## src/rtl/tlc_pkg.sv

```systemverilog
package tlc_pkg;
  typedef enum logic [1:0] {
    LVL_MID  = 2'd0,
    LVL_LOW  = 2'd1,
    LVL_HIGH = 2'd2,
    LVL_BAD  = 2'd3
  } lvl_t;

  typedef enum logic [1:0] {
    Q_GAP  = 2'd0,
    Q_ARM  = 2'd1,
    Q_EXC  = 2'd2,
    Q_WAIT = 2'd3
  } qst_t;

  function automatic lvl_t classify(input logic hi, input logic lo);
    case ({hi, lo})
      2'b00:   return LVL_MID;
      2'b01:   return LVL_LOW;
      2'b10:   return LVL_HIGH;
      default: return LVL_BAD;
    endcase
  endfunction
endpackage

```

## src/rtl/tlc_flag_sync.sv

```systemverilog
module tlc_flag_sync #(
  parameter int STAGES = 2,
  parameter int W      = 2
) (
  input  logic         clk,
  input  logic         rst,
  input  logic [W-1:0] d_i,
  output logic [W-1:0] q_o
);
  for (genvar b = 0; b < W; b++) begin : g_bit
    logic [STAGES-1:0] chain;
    always_ff @(posedge clk) begin
      if (rst) chain <= '0;
      else     chain <= {chain[STAGES-2:0], d_i[b]};
    end
    assign q_o[b] = chain[STAGES-1];
  end
endmodule

```

## src/rtl/tlc_qualifier.sv

```systemverilog
module tlc_qualifier
  import tlc_pkg::*;
#(
  parameter int MIN_WIDTH = 200,
  parameter int GAP_TICKS = 10
) (
  input  logic clk,
  input  logic rst,
  input  lvl_t lvl_i,
  input  logic tick_i,
  input  logic en_i,
  output logic req_up_o,
  output logic req_dn_o
);
  localparam int WW = $clog2(MIN_WIDTH + 1);
  localparam int GW = $clog2(GAP_TICKS + 1);

  qst_t          st;
  logic [WW-1:0] wcnt;
  logic [GW-1:0] gcnt;
  logic          dir_up;
  logic          primed;
  logic          accept;
  lvl_t          own_lvl;

  always_comb begin
    own_lvl  = dir_up ? LVL_LOW : LVL_HIGH;
    accept   = (st == Q_EXC) && (lvl_i == LVL_MID) && (wcnt >= WW'(MIN_WIDTH));
    req_up_o = accept && primed && en_i && dir_up;
    req_dn_o = accept && primed && en_i && !dir_up;
  end

  always_ff @(posedge clk) begin
    if (rst) begin
      st     <= Q_GAP;
      wcnt   <= '0;
      gcnt   <= '0;
      dir_up <= 1'b0;
      primed <= 1'b0;
    end else begin
      case (st)
        Q_GAP: begin
          if (lvl_i != LVL_MID) begin
            st <= Q_WAIT;
          end else if (tick_i) begin
            if (gcnt >= GW'(GAP_TICKS - 1)) begin
              st   <= Q_ARM;
              gcnt <= '0;
            end else begin
              gcnt <= gcnt + 1'b1;
            end
          end
        end
        Q_WAIT: begin
          if (lvl_i == LVL_MID) begin
            st   <= Q_GAP;
            gcnt <= '0;
          end
        end
        Q_ARM: begin
          wcnt <= '0;
          case (lvl_i)
            LVL_LOW:  begin st <= Q_EXC; dir_up <= 1'b1; end
            LVL_HIGH: begin st <= Q_EXC; dir_up <= 1'b0; end
            LVL_BAD:  st <= Q_WAIT;
            default:  st <= Q_ARM;
          endcase
        end
        default: begin
          if (lvl_i == LVL_MID) begin
            st   <= Q_GAP;
            gcnt <= '0;
            if (accept) primed <= 1'b1;
          end else if (lvl_i == own_lvl) begin
            if (tick_i && (wcnt < WW'(MIN_WIDTH))) wcnt <= wcnt + 1'b1;
          end else begin
            st   <= Q_WAIT;
            wcnt <= '0;
          end
        end
      endcase
    end
  end
endmodule

```

## src/rtl/tlc_sat_counter.sv

```systemverilog
module tlc_sat_counter #(
  parameter int W        = 7,
  parameter int RST_CODE = 0
) (
  input  logic         clk,
  input  logic         rst,
  input  logic         load_i,
  input  logic [W-1:0] load_val_i,
  input  logic         inc_i,
  input  logic         dec_i,
  output logic [W-1:0] value_o,
  output logic         step_o
);
  localparam logic [W-1:0] TOP = {W{1'b1}};

  always_ff @(posedge clk) begin
    if (rst) begin
      value_o <= W'(RST_CODE);
      step_o  <= 1'b0;
    end else begin
      step_o <= 1'b0;
      if (load_i) begin
        value_o <= load_val_i;
      end else if (inc_i && (value_o != TOP)) begin
        value_o <= value_o + 1'b1;
        step_o  <= 1'b1;
      end else if (dec_i && (value_o != '0)) begin
        value_o <= value_o - 1'b1;
        step_o  <= 1'b1;
      end
    end
  end
endmodule

```

## src/rtl/tri_level_step_counter.sv

```systemverilog
module tri_level_step_counter
  import tlc_pkg::*;
#(
  parameter int CODE_W      = 7,
  parameter int MIN_WIDTH   = 200,
  parameter int GAP_TICKS   = 10,
  parameter int SYNC_STAGES = 2,
  parameter int RST_CODE    = 0
) (
  input  logic              clk,
  input  logic              rst,
  input  logic              above_mid_i,
  input  logic              below_mid_i,
  input  logic              count_en_i,
  input  logic              tick_us_i,
  input  logic              load_i,
  input  logic [CODE_W-1:0] load_value_i,
  output logic [CODE_W-1:0] setting_o,
  output logic              step_o
);
  logic [1:0] flags_s;
  lvl_t       lvl;
  logic       req_up, req_dn;

  tlc_flag_sync #(.STAGES(SYNC_STAGES), .W(2)) u_sync (
    .clk (clk),
    .rst (rst),
    .d_i ({above_mid_i, below_mid_i}),
    .q_o (flags_s)
  );

  assign lvl = classify(flags_s[1], flags_s[0]);

  tlc_qualifier #(.MIN_WIDTH(MIN_WIDTH), .GAP_TICKS(GAP_TICKS)) u_qual (
    .clk      (clk),
    .rst      (rst),
    .lvl_i    (lvl),
    .tick_i   (tick_us_i),
    .en_i     (count_en_i),
    .req_up_o (req_up),
    .req_dn_o (req_dn)
  );

  tlc_sat_counter #(.W(CODE_W), .RST_CODE(RST_CODE)) u_cnt (
    .clk        (clk),
    .rst        (rst),
    .load_i     (load_i),
    .load_val_i (load_value_i),
    .inc_i      (req_up),
    .dec_i      (req_dn),
    .value_o    (setting_o),
    .step_o     (step_o)
  );
endmodule

```

## config.mk

```make
export PLATFORM = sky130hd
export DESIGN_NAME = tri_level_step_counter
export DESIGN_NICKNAME = d
export VERILOG_FILES = /design/src/rtl/tlc_pkg.sv /design/src/rtl/tlc_flag_sync.sv /design/src/rtl/tlc_qualifier.sv /design/src/rtl/tlc_sat_counter.sv /design/src/rtl/tri_level_step_counter.sv
export SDC_FILE = /design/constraint.sdc
export NUM_CORES = 1
export LEC_CHECK = 0
export ABC_AREA = 1
export BUFFER_PORTS_ARGS = -buffer_cell sky130_fd_sc_hd__clkbuf_2
export CAP_MARGIN = 20
export CORE_MARGIN = 2
export CORE_UTILIZATION = 58
export DETAILED_ROUTE_END_ITERATION = 16
export PLACE_DENSITY_LB_ADDON = 0.3
export SYNTH_ARGS = -nofsm -noshare
export SYNTH_HDL_FRONTEND = slang
export SYNTH_SLANG_ARGS = --single-unit
```

## constraint.sdc

```tcl
create_clock -name clk -period 3.03 [get_ports clk]
set_clock_uncertainty 0.2 [all_clocks]
set_input_delay 0.4545 -clock clk [delete_from_list [all_inputs] [get_ports clk]]
set_output_delay 0.4545 -clock clk [all_outputs]
set_load 0.02 [all_outputs]
```

# == After elaboration in Yosys (flattened, before gate mapping) ==
# Cells that the tools add are included.
# totals
input_bits,14
wordCells,89
regBits,28
out_inout_bits,8
# classes
n_mux,25
addsub,4
eq_ne,18
bitwise,3
n_lt_le_gt_ge,3
n_reduce_logical,27
# op_table
operator,n
8-bit 2-to-1 mux,3
7-bit 2-to-1 mux,3
4-bit 2-to-1 mux,4
8-bit one-hot mux with 2 select lines,1
2-bit 2-to-1 mux,7
2-bit one-hot mux with 3 select lines,2
2-bit == test (second input constant),5
1-bit logical AND,9
8-bit by 1-bit adder with 8-bit output (second input constant),1
8-bit >= comparator (second input constant),1
8-bit < comparator (second input constant),1
4-bit one-hot mux with 2 select lines,1
4-bit AND reduction,2
7-bit by 1-bit adder with 7-bit output (second input constant),1
7-bit inequality test (second input constant),1
7-bit nonzero test,1
7-bit by 1-bit subtractor with 7-bit output (second input constant),1
2-bit by 1-bit == test with 1-bit output (second input constant),3
2-bit logical NOT,3
2-bit inequality test (second input constant),3
3-bit AND reduction,2
2-bit nonzero test,3
2-bit OR reduction,3
4-bit by 1-bit adder with 4-bit output (second input constant),1
15 further kinds,18

# == Longest topological paths before layout ==
# depth
ltp_word,12
mapped_depth,16
ltp_nobuf,16

# == Modules after synthesis ==
# A second synthesis with hierarchy kept.
# hier_totals
hier_cells,289
area_unflattened_um2,1958.1
# modules_own_cells
mod,cells_each,instances,area_per_inst_um2,seq_area_each_um2
tlc_qualifier,162,1,1116.1,320.3
tlc_sat_counter,111,1,709.4,160.2
tlc_flag_sync,14,1,125.1,80.1
tri_level_step_counter,2,1,7.5,0.0

# == Worst setup path after synthesis ==
# OpenSTA, ideal clock, no wires.
# synth_path
path_kind,register to register
start,register u_sync.g_bit[0].chain[1]
end,register u_cnt.value_o[6]
n_path_buf,0
stages_incl_launch_ff,15
slack_ps,540
required_ps,2717
arrival_time_ps,2177
path_cell_list,dfxtp_1 inv_1 ha_1 nand2_1 clkinv_1 nand3_2 nor2_4 nand2_1 ha_1 a21oi_1 or2_2 nand3_1 nand3_1 nand3_1 nand2_1
# synth_between
elab_chain_cells,11
elab_cells_between_ends,16
cone_classes,eq/ne (2); mux (3); reduce/logical (11)
# synth_rtl
item,line,source
"start, declared",tlc_flag_sync.sv:11,logic [STAGES-1:0] chain;
"start signal, assigned",tlc_flag_sync.sv:14,"else chain <= {chain[STAGES-2:0], d_i[b]};"
"2-bit == test, or another cell as far along",tlc_pkg.sv:17,"case ({hi, lo})"
2-bit one-hot mux with 3 select lines (*),tlc_pkg.sv:17,
2-bit logical NOT (*),tlc_qualifier.sv:28,accept = (st == Q_EXC) && (lvl_i == LVL_MID) && (wcnt >= WW'(MIN_WIDTH));
1-bit logical AND (*) (2 in series),tlc_qualifier.sv:28,
1-bit logical AND (*) (2 in series),"tlc_qualifier.sv:29, tlc_qualifier.sv:30",
1-bit logical AND,tlc_qualifier.sv:29,req_up_o = accept && primed && en_i && dir_up;
1-bit logical AND,tlc_sat_counter.sv:24,end else if (inc_i && (value_o != TOP)) begin
7-bit 2-to-1 mux,tlc_sat_counter.sv:24,
7-bit 2-to-1 mux,tlc_sat_counter.sv:22,if (load_i) begin
"end signal, assigned",tlc_sat_counter.sv:23,value_o <= load_val_i;
"end signal, assigned",tlc_sat_counter.sv:25,value_o <= value_o + 1'b1;
"end signal, assigned",tlc_sat_counter.sv:28,value_o <= value_o - 1'b1;
"end, declared",tlc_sat_counter.sv:11,"output logic [W-1:0] value_o,"
# Mark *: on every way between the ends. The rest lies on a longest branch, timed or not.
# A chain may end at the register's enable or synchronous reset.

# == Final worst setup path ==
# Same ends and word-level chain as after synthesis.

==> metrics.txt <==
# TYPE chip_impl_metric gauge
chip_impl_metric{name="timing.hold.ws",unit="ns"} 0.0778
chip_impl_info{name="worstReg2RegStart",value="u_sync.g_bit[0].chain[1]"} 1
chip_impl_metric{name="synth.lib_cells_used.distinct",unit=""} 31
chip_impl_metric{name="p_switching",unit="W"} 0.000341
chip_impl_info{name="cp-start-kind",value="flop"} 1
chip_impl_info{name="holdCritStartpoint",value="above_mid_i"} 1
chip_impl_metric{name="final_period_minus_worst_setup_slack",unit="ns"} 2.75
chip_impl_info{name="hold_path_class",value="in -> reg"} 1
chip_impl_metric{name="grt_first_pass_wirelength",unit="um"} 5880
chip_impl_metric{name="setup_total_neg_slack",unit="ns"} 0
chip_impl_metric{name="place.gp.congestion",unit=""} 0.806
chip_impl_metric{name="layout.filler_cells",unit=""} 280
chip_impl_metric{name="placement_rows",unit=""} 20
chip_impl_metric{name="timing_worst_slew_pin_value",unit="ns"} 0.372
chip_impl_metric{name="yosys.area_share.simple",unit=""} 0.348
chip_impl_metric{name="ios",unit=""} 22
chip_impl_metric{name="final_max_tran_viols",unit=""} 0
chip_impl_metric{name="cellInternalPower",unit="W"} 0.000642
chip_impl_metric{name="whs_path_depth",unit=""} 3
chip_impl_metric{name="power_frac_comb",unit=""} 0.316
chip_impl_metric{name="mappedNetlistNets",unit=""} 308
chip_impl_metric{name="drtIter0Drc",unit=""} 118
chip_impl_metric{name="drt.antenna.violating_nets",unit=""} 0
chip_impl_metric{name="min_period_over_period",unit=""} 0.909
chip_impl_metric{name="worst-r2r-cell-count",unit=""} 14
chip_impl_metric{name="synthCells",unit=""} 274
chip_impl_metric{name="grt.overflow.total",unit=""} 0
chip_impl_info{name="predominant_post_synthesis_flop_cell",value="sky130_fd_sc_hd__dfxtp_1"} 1
chip_impl_metric{name="layout.nets",unit=""} 331
chip_impl_metric{name="clock-sinks",unit=""} 28
chip_impl_metric{name="drcViolationCount",unit=""} 0
chip_impl_metric{name="clk_path_buf_depth",unit=""} 2
chip_impl_metric{name="stdcell_count",unit=""} 340
chip_impl_metric{name="share_seq_of_total_power",unit=""} 0.430
chip_impl_metric{name="cp.required",unit="ns"} 3.09
chip_impl_metric{name="synthMuxAreaShare",unit=""} 0
chip_impl_metric{name="clock_tree.htree_level_count",unit=""} 1
chip_impl_metric{name="hold_viol",unit=""} 0
chip_impl_metric{name="clock_power_share",unit=""} 0.254
chip_impl_metric{name="detail_route.vias_per_cell",unit=""} 5.06
chip_impl_metric{name="routed_wirelength",unit="um"} 3660
chip_impl_info{name="reg2reg_to",value="u_cnt.value_o[6]"} 1
chip_impl_metric{name="timing.final.setup_violations",unit=""} 0
chip_impl_metric{name="die-area",unit="mm^2"} 0.00369
chip_impl_info{name="endpoint_kind",value="flop"} 1
chip_impl_metric{name="floorplan.initialDensity",unit=""} 0.612
chip_impl_metric{name="cts_setup_buffers",unit=""} 0
chip_impl_metric{name="yosysWarnings",unit=""} 0
chip_impl_metric{name="synthAdderAreaFrac",unit=""} 0.138
chip_impl_info{name="yosysTopAreaCell",value="sky130_fd_sc_hd__dfxtp_1"} 1
chip_impl_metric{name="post_synthesis_cell_area",unit="mm^2"} 0.00187
chip_impl_metric{name="hpwlAfterDp",unit="um"} 2850
chip_impl_info{name="unrepaired_setup_endpoints_after_global_routing",value="false"} 1
chip_impl_info{name="criticalPathCategory",value="reg -> reg"} 1
chip_impl_metric{name="pwr_density_cell",unit="mW/mm^2"} 478
chip_impl_info{name="status",value="finished, final reports clean"} 1
chip_impl_metric{name="place_inst",unit=""} 336
chip_impl_metric{name="grt_max_degree",unit=""} 17
chip_impl_metric{name="share_of_the_yosys_chip_area_belonging_to_registers",unit=""} 0.300
chip_impl_metric{name="drive_above_1_share",unit=""} 0.128
chip_impl_metric{name="clk_latency",unit="ns"} 0.34
chip_impl_metric{name="wl_per_cell",unit="um"} 10.8
chip_impl_metric{name="worst_path_maximum_fanout",unit=""} 7
chip_impl_metric{name="cts.clk_slew.worst_paths",unit="ns"} 0.16
chip_impl_metric{name="r2r_setup_slack",unit="ns"} 0.28
chip_impl_info{name="synth.top_cells.by_area",value="sky130_fd_sc_hd__dfxtp_1 30%, sky130_fd_sc_hd__nand2_1 13%, sky130_fd_sc_hd__ha_1 13%"} 1
chip_impl_metric{name="synth.top_cell.area_share",unit=""} 0.300
chip_impl_metric{name="n_antenna_cell",unit=""} 0
chip_impl_metric{name="slew_headroom",unit=""} 0.752
chip_impl_metric{name="cts.repair.resized",unit=""} 0
chip_impl_info{name="hold-path-endpoint",value="u_sync.g_bit[1].chain[0]"} 1
chip_impl_metric{name="cap_viol_max_count",unit=""} 0
chip_impl_metric{name="synth.avg_cell_area",unit="um^2"} 6.82
chip_impl_metric{name="yosys.area_share.xor_xnor",unit=""} 0.0141
chip_impl_metric{name="synth_seq_cells",unit=""} 28
chip_impl_info{name="most_numerous_cell_types_in_the_synthesized_netlist",value="66 x sky130_fd_sc_hd__nand2_1, 35 x sky130_fd_sc_hd__inv_1, 35 x sky130_fd_sc_hd__nor2_1"} 1
chip_impl_metric{name="dieHeight",unit="um"} 60.8
chip_impl_metric{name="numPortBuffers",unit=""} 21
chip_impl_metric{name="fmax",unit="GHz"} 0.363
chip_impl_info{name="combinational_family_with_the_most_area_after_synthesis",value="simple AND/OR/NAND/NOR gates"} 1
chip_impl_metric{name="cts.hold.buffers_added",unit=""} 0
chip_impl_metric{name="total_leakage_power",unit="nW"} 0.998
chip_impl_info{name="cts_tree",value="yes"} 1
chip_impl_info{name="cts_root_buf",value="sky130_fd_sc_hd__clkbuf_4"} 1
chip_impl_metric{name="die_width",unit="um"} 60.8
chip_impl_metric{name="postSynth.asyncResetShare",unit=""} 0
chip_impl_info{name="synth.most_common_cell",value="sky130_fd_sc_hd__nand2_1"} 1
chip_impl_metric{name="synthToLayoutAreaGrowth",unit="%"} 9.98
chip_impl_metric{name="grt_antenna_before_repair",unit=""} 0
chip_impl_metric{name="vias",unit=""} 1721
chip_impl_metric{name="via_count_of_the_first_global_routing_pass",unit=""} 1431
chip_impl_metric{name="peakVddDrop",unit="mV"} 0.320
chip_impl_metric{name="post_synth_edffs",unit=""} 0
chip_impl_metric{name="first_pass_iters",unit=""} 4
chip_impl_metric{name="synth_compound_gate_area_share",unit=""} 0.110
chip_impl_metric{name="gr-usage-all-layers",unit=""} 0.206
chip_impl_metric{name="floorplan.core_area",unit="mm^2"} 0.00305
chip_impl_metric{name="cts_made_buffers",unit=""} 3
chip_impl_metric{name="power.share.switching",unit=""} 0.347
chip_impl_metric{name="cp_data_arrival_time",unit="ns"} 2.81
==> how the worst max path moves through the flow <==
| stage | endpoint | slack [ns] | from | cells past startpoint |
|---|---|---|---|---|
| 2_1_floorplan | u_cnt.value_o[6] | 0.54 | u_sync.g_bit[0].chain[1] | 14 |
| 3_3_place_gp | u_cnt.value_o[6] | 0.40 | u_sync.g_bit[0].chain[1] | 14 |
| 3_5_place_dp | u_cnt.value_o[6] | 0.32 | u_sync.g_bit[0].chain[1] | 14 |
| 4_1_cts | u_cnt.value_o[6] | 0.30 | u_sync.g_bit[0].chain[1] | 14 |
| 5_1_grt | u_cnt.value_o[4] | 0.06 | u_sync.g_bit[0].chain[1] | 15 |
| 6_report | u_cnt.value_o[6] | 0.28 | u_sync.g_bit[0].chain[1] | 14 |
==> state kept, by name, indices dropped and copies added, names as in the netlist <==
name                cells
u_cnt.step_o            1
u_qual.st               2
u_qual.dir_up           1
u_qual.wcnt             8
u_qual.primed           1
u_cnt.value_o           7
u_sync.g_bit.chain      4
u_qual.gcnt             4
==> area by class of cell <==
type                    count  area, um^2  share of cell area
well taps                  44        55.1              0.0268
clock buffers               3        22.5              0.0110
multi-input cells         205        1140               0.554
repair buffers             21         105              0.0512
flip-flops and latches     28         561               0.273
inverters                  38         143              0.0694
clock inverters             1        30.0              0.0146
==> metrics by stage <==
step / instance area (um^2) / power, W / util / worst slack (ns)
2_1_floorplan: 1870 / 0.000667 / - / 0.540
3_5_place_dp: 2000 / 0.000737 / 0.656 / 0.324
3_3_place_gp: 2000 / 0.000730 / 0.656 / 0.398
5_1_grt: 2050 / 0.00105 / 0.673 / 0.0576
6_report: 2050 / 0.000983 / 0.673 / 0.276
4_1_cts: 2050 / 0.000989 / 0.673 / 0.303
==> layer usage <==
layer	vias up	GRT usage	wire length, um
li1	921	-	-
met1	760	0.286	1760
met2	36	0.338	1700
met3	4	0.0277	175
met4	0	0.0559	29
met5	-	0	0
==> power by group through the flow <==
stage / logic, W / registers (W) / clock network [W]
final: 0.000311 / 0.000422 / 0.000250
after detailed placement: 0.000307 / 0.000431 / 0
after floorplan: 0.000234 / 0.000432 / 0
after global routing: 0.000356 / 0.000427 / 0.000271
after global placement: 0.000300 / 0.000430 / 0
after CTS: 0.000309 / 0.000423 / 0.000258
==> worst max-delay path, stage by stage, from the launching register on <==
cell and delay (ns):
sky130_fd_sc_hd__dfxtp_1 0.36, sky130_fd_sc_hd__inv_1 0.11, sky130_fd_sc_hd__ha_1 0.29, sky130_fd_sc_hd__nand2_1 0.08, sky130_fd_sc_hd__clkinv_1 0.07, sky130_fd_sc_hd__nand3_2 0.10, sky130_fd_sc_hd__nor2_4 0.14, sky130_fd_sc_hd__nand2_1 0.17
sky130_fd_sc_hd__ha_1 0.41, sky130_fd_sc_hd__a21oi_1 0.13, sky130_fd_sc_hd__or2_2 0.29, sky130_fd_sc_hd__nand3_1 0.09, sky130_fd_sc_hd__nand3_1 0.08, sky130_fd_sc_hd__nand3_1 0.09, sky130_fd_sc_hd__nand2_1 0.05
==> kinds of logic after synthesis <==
logic type,count (synthesis)
buffers and inverters,41
xor gates and xnor gates,3
AOI/OAI and AO/OA,37
adders and majority gates,20
DFF,28
and+or+nand+nor,145
==> placed cells by master (no fill, tap or decap) <==
cell type                   instances
sky130_fd_sc_hd__a21boi_0           2
sky130_fd_sc_hd__a21boi_1           1
sky130_fd_sc_hd__a21oi_1           22
sky130_fd_sc_hd__a31oi_1            1
sky130_fd_sc_hd__bufinv_16          1
sky130_fd_sc_hd__clkbuf_2          21
sky130_fd_sc_hd__clkbuf_4           3
sky130_fd_sc_hd__clkinv_1           2
sky130_fd_sc_hd__dfxtp_1           28
sky130_fd_sc_hd__fa_1               1
sky130_fd_sc_hd__ha_1              19
sky130_fd_sc_hd__inv_1             35
sky130_fd_sc_hd__inv_2              1
sky130_fd_sc_hd__nand2_1           66
sky130_fd_sc_hd__nand2_2            3
sky130_fd_sc_hd__nand2_4            2
sky130_fd_sc_hd__nand3_1           24
sky130_fd_sc_hd__nand3_2            1
sky130_fd_sc_hd__nand3b_1           2
sky130_fd_sc_hd__nand4_1            4
sky130_fd_sc_hd__nor2_1            35
sky130_fd_sc_hd__nor2_4             2
sky130_fd_sc_hd__nor3_1             2
sky130_fd_sc_hd__nor3b_1            1
sky130_fd_sc_hd__o211ai_1           2
sky130_fd_sc_hd__o21ai_0            5
sky130_fd_sc_hd__o21ai_1            2
sky130_fd_sc_hd__o21ai_2            1
sky130_fd_sc_hd__o21bai_1           1
sky130_fd_sc_hd__or2_2              3
sky130_fd_sc_hd__xnor2_1            1
sky130_fd_sc_hd__xor2_1             2
Power figures use the tool's default switching activity.
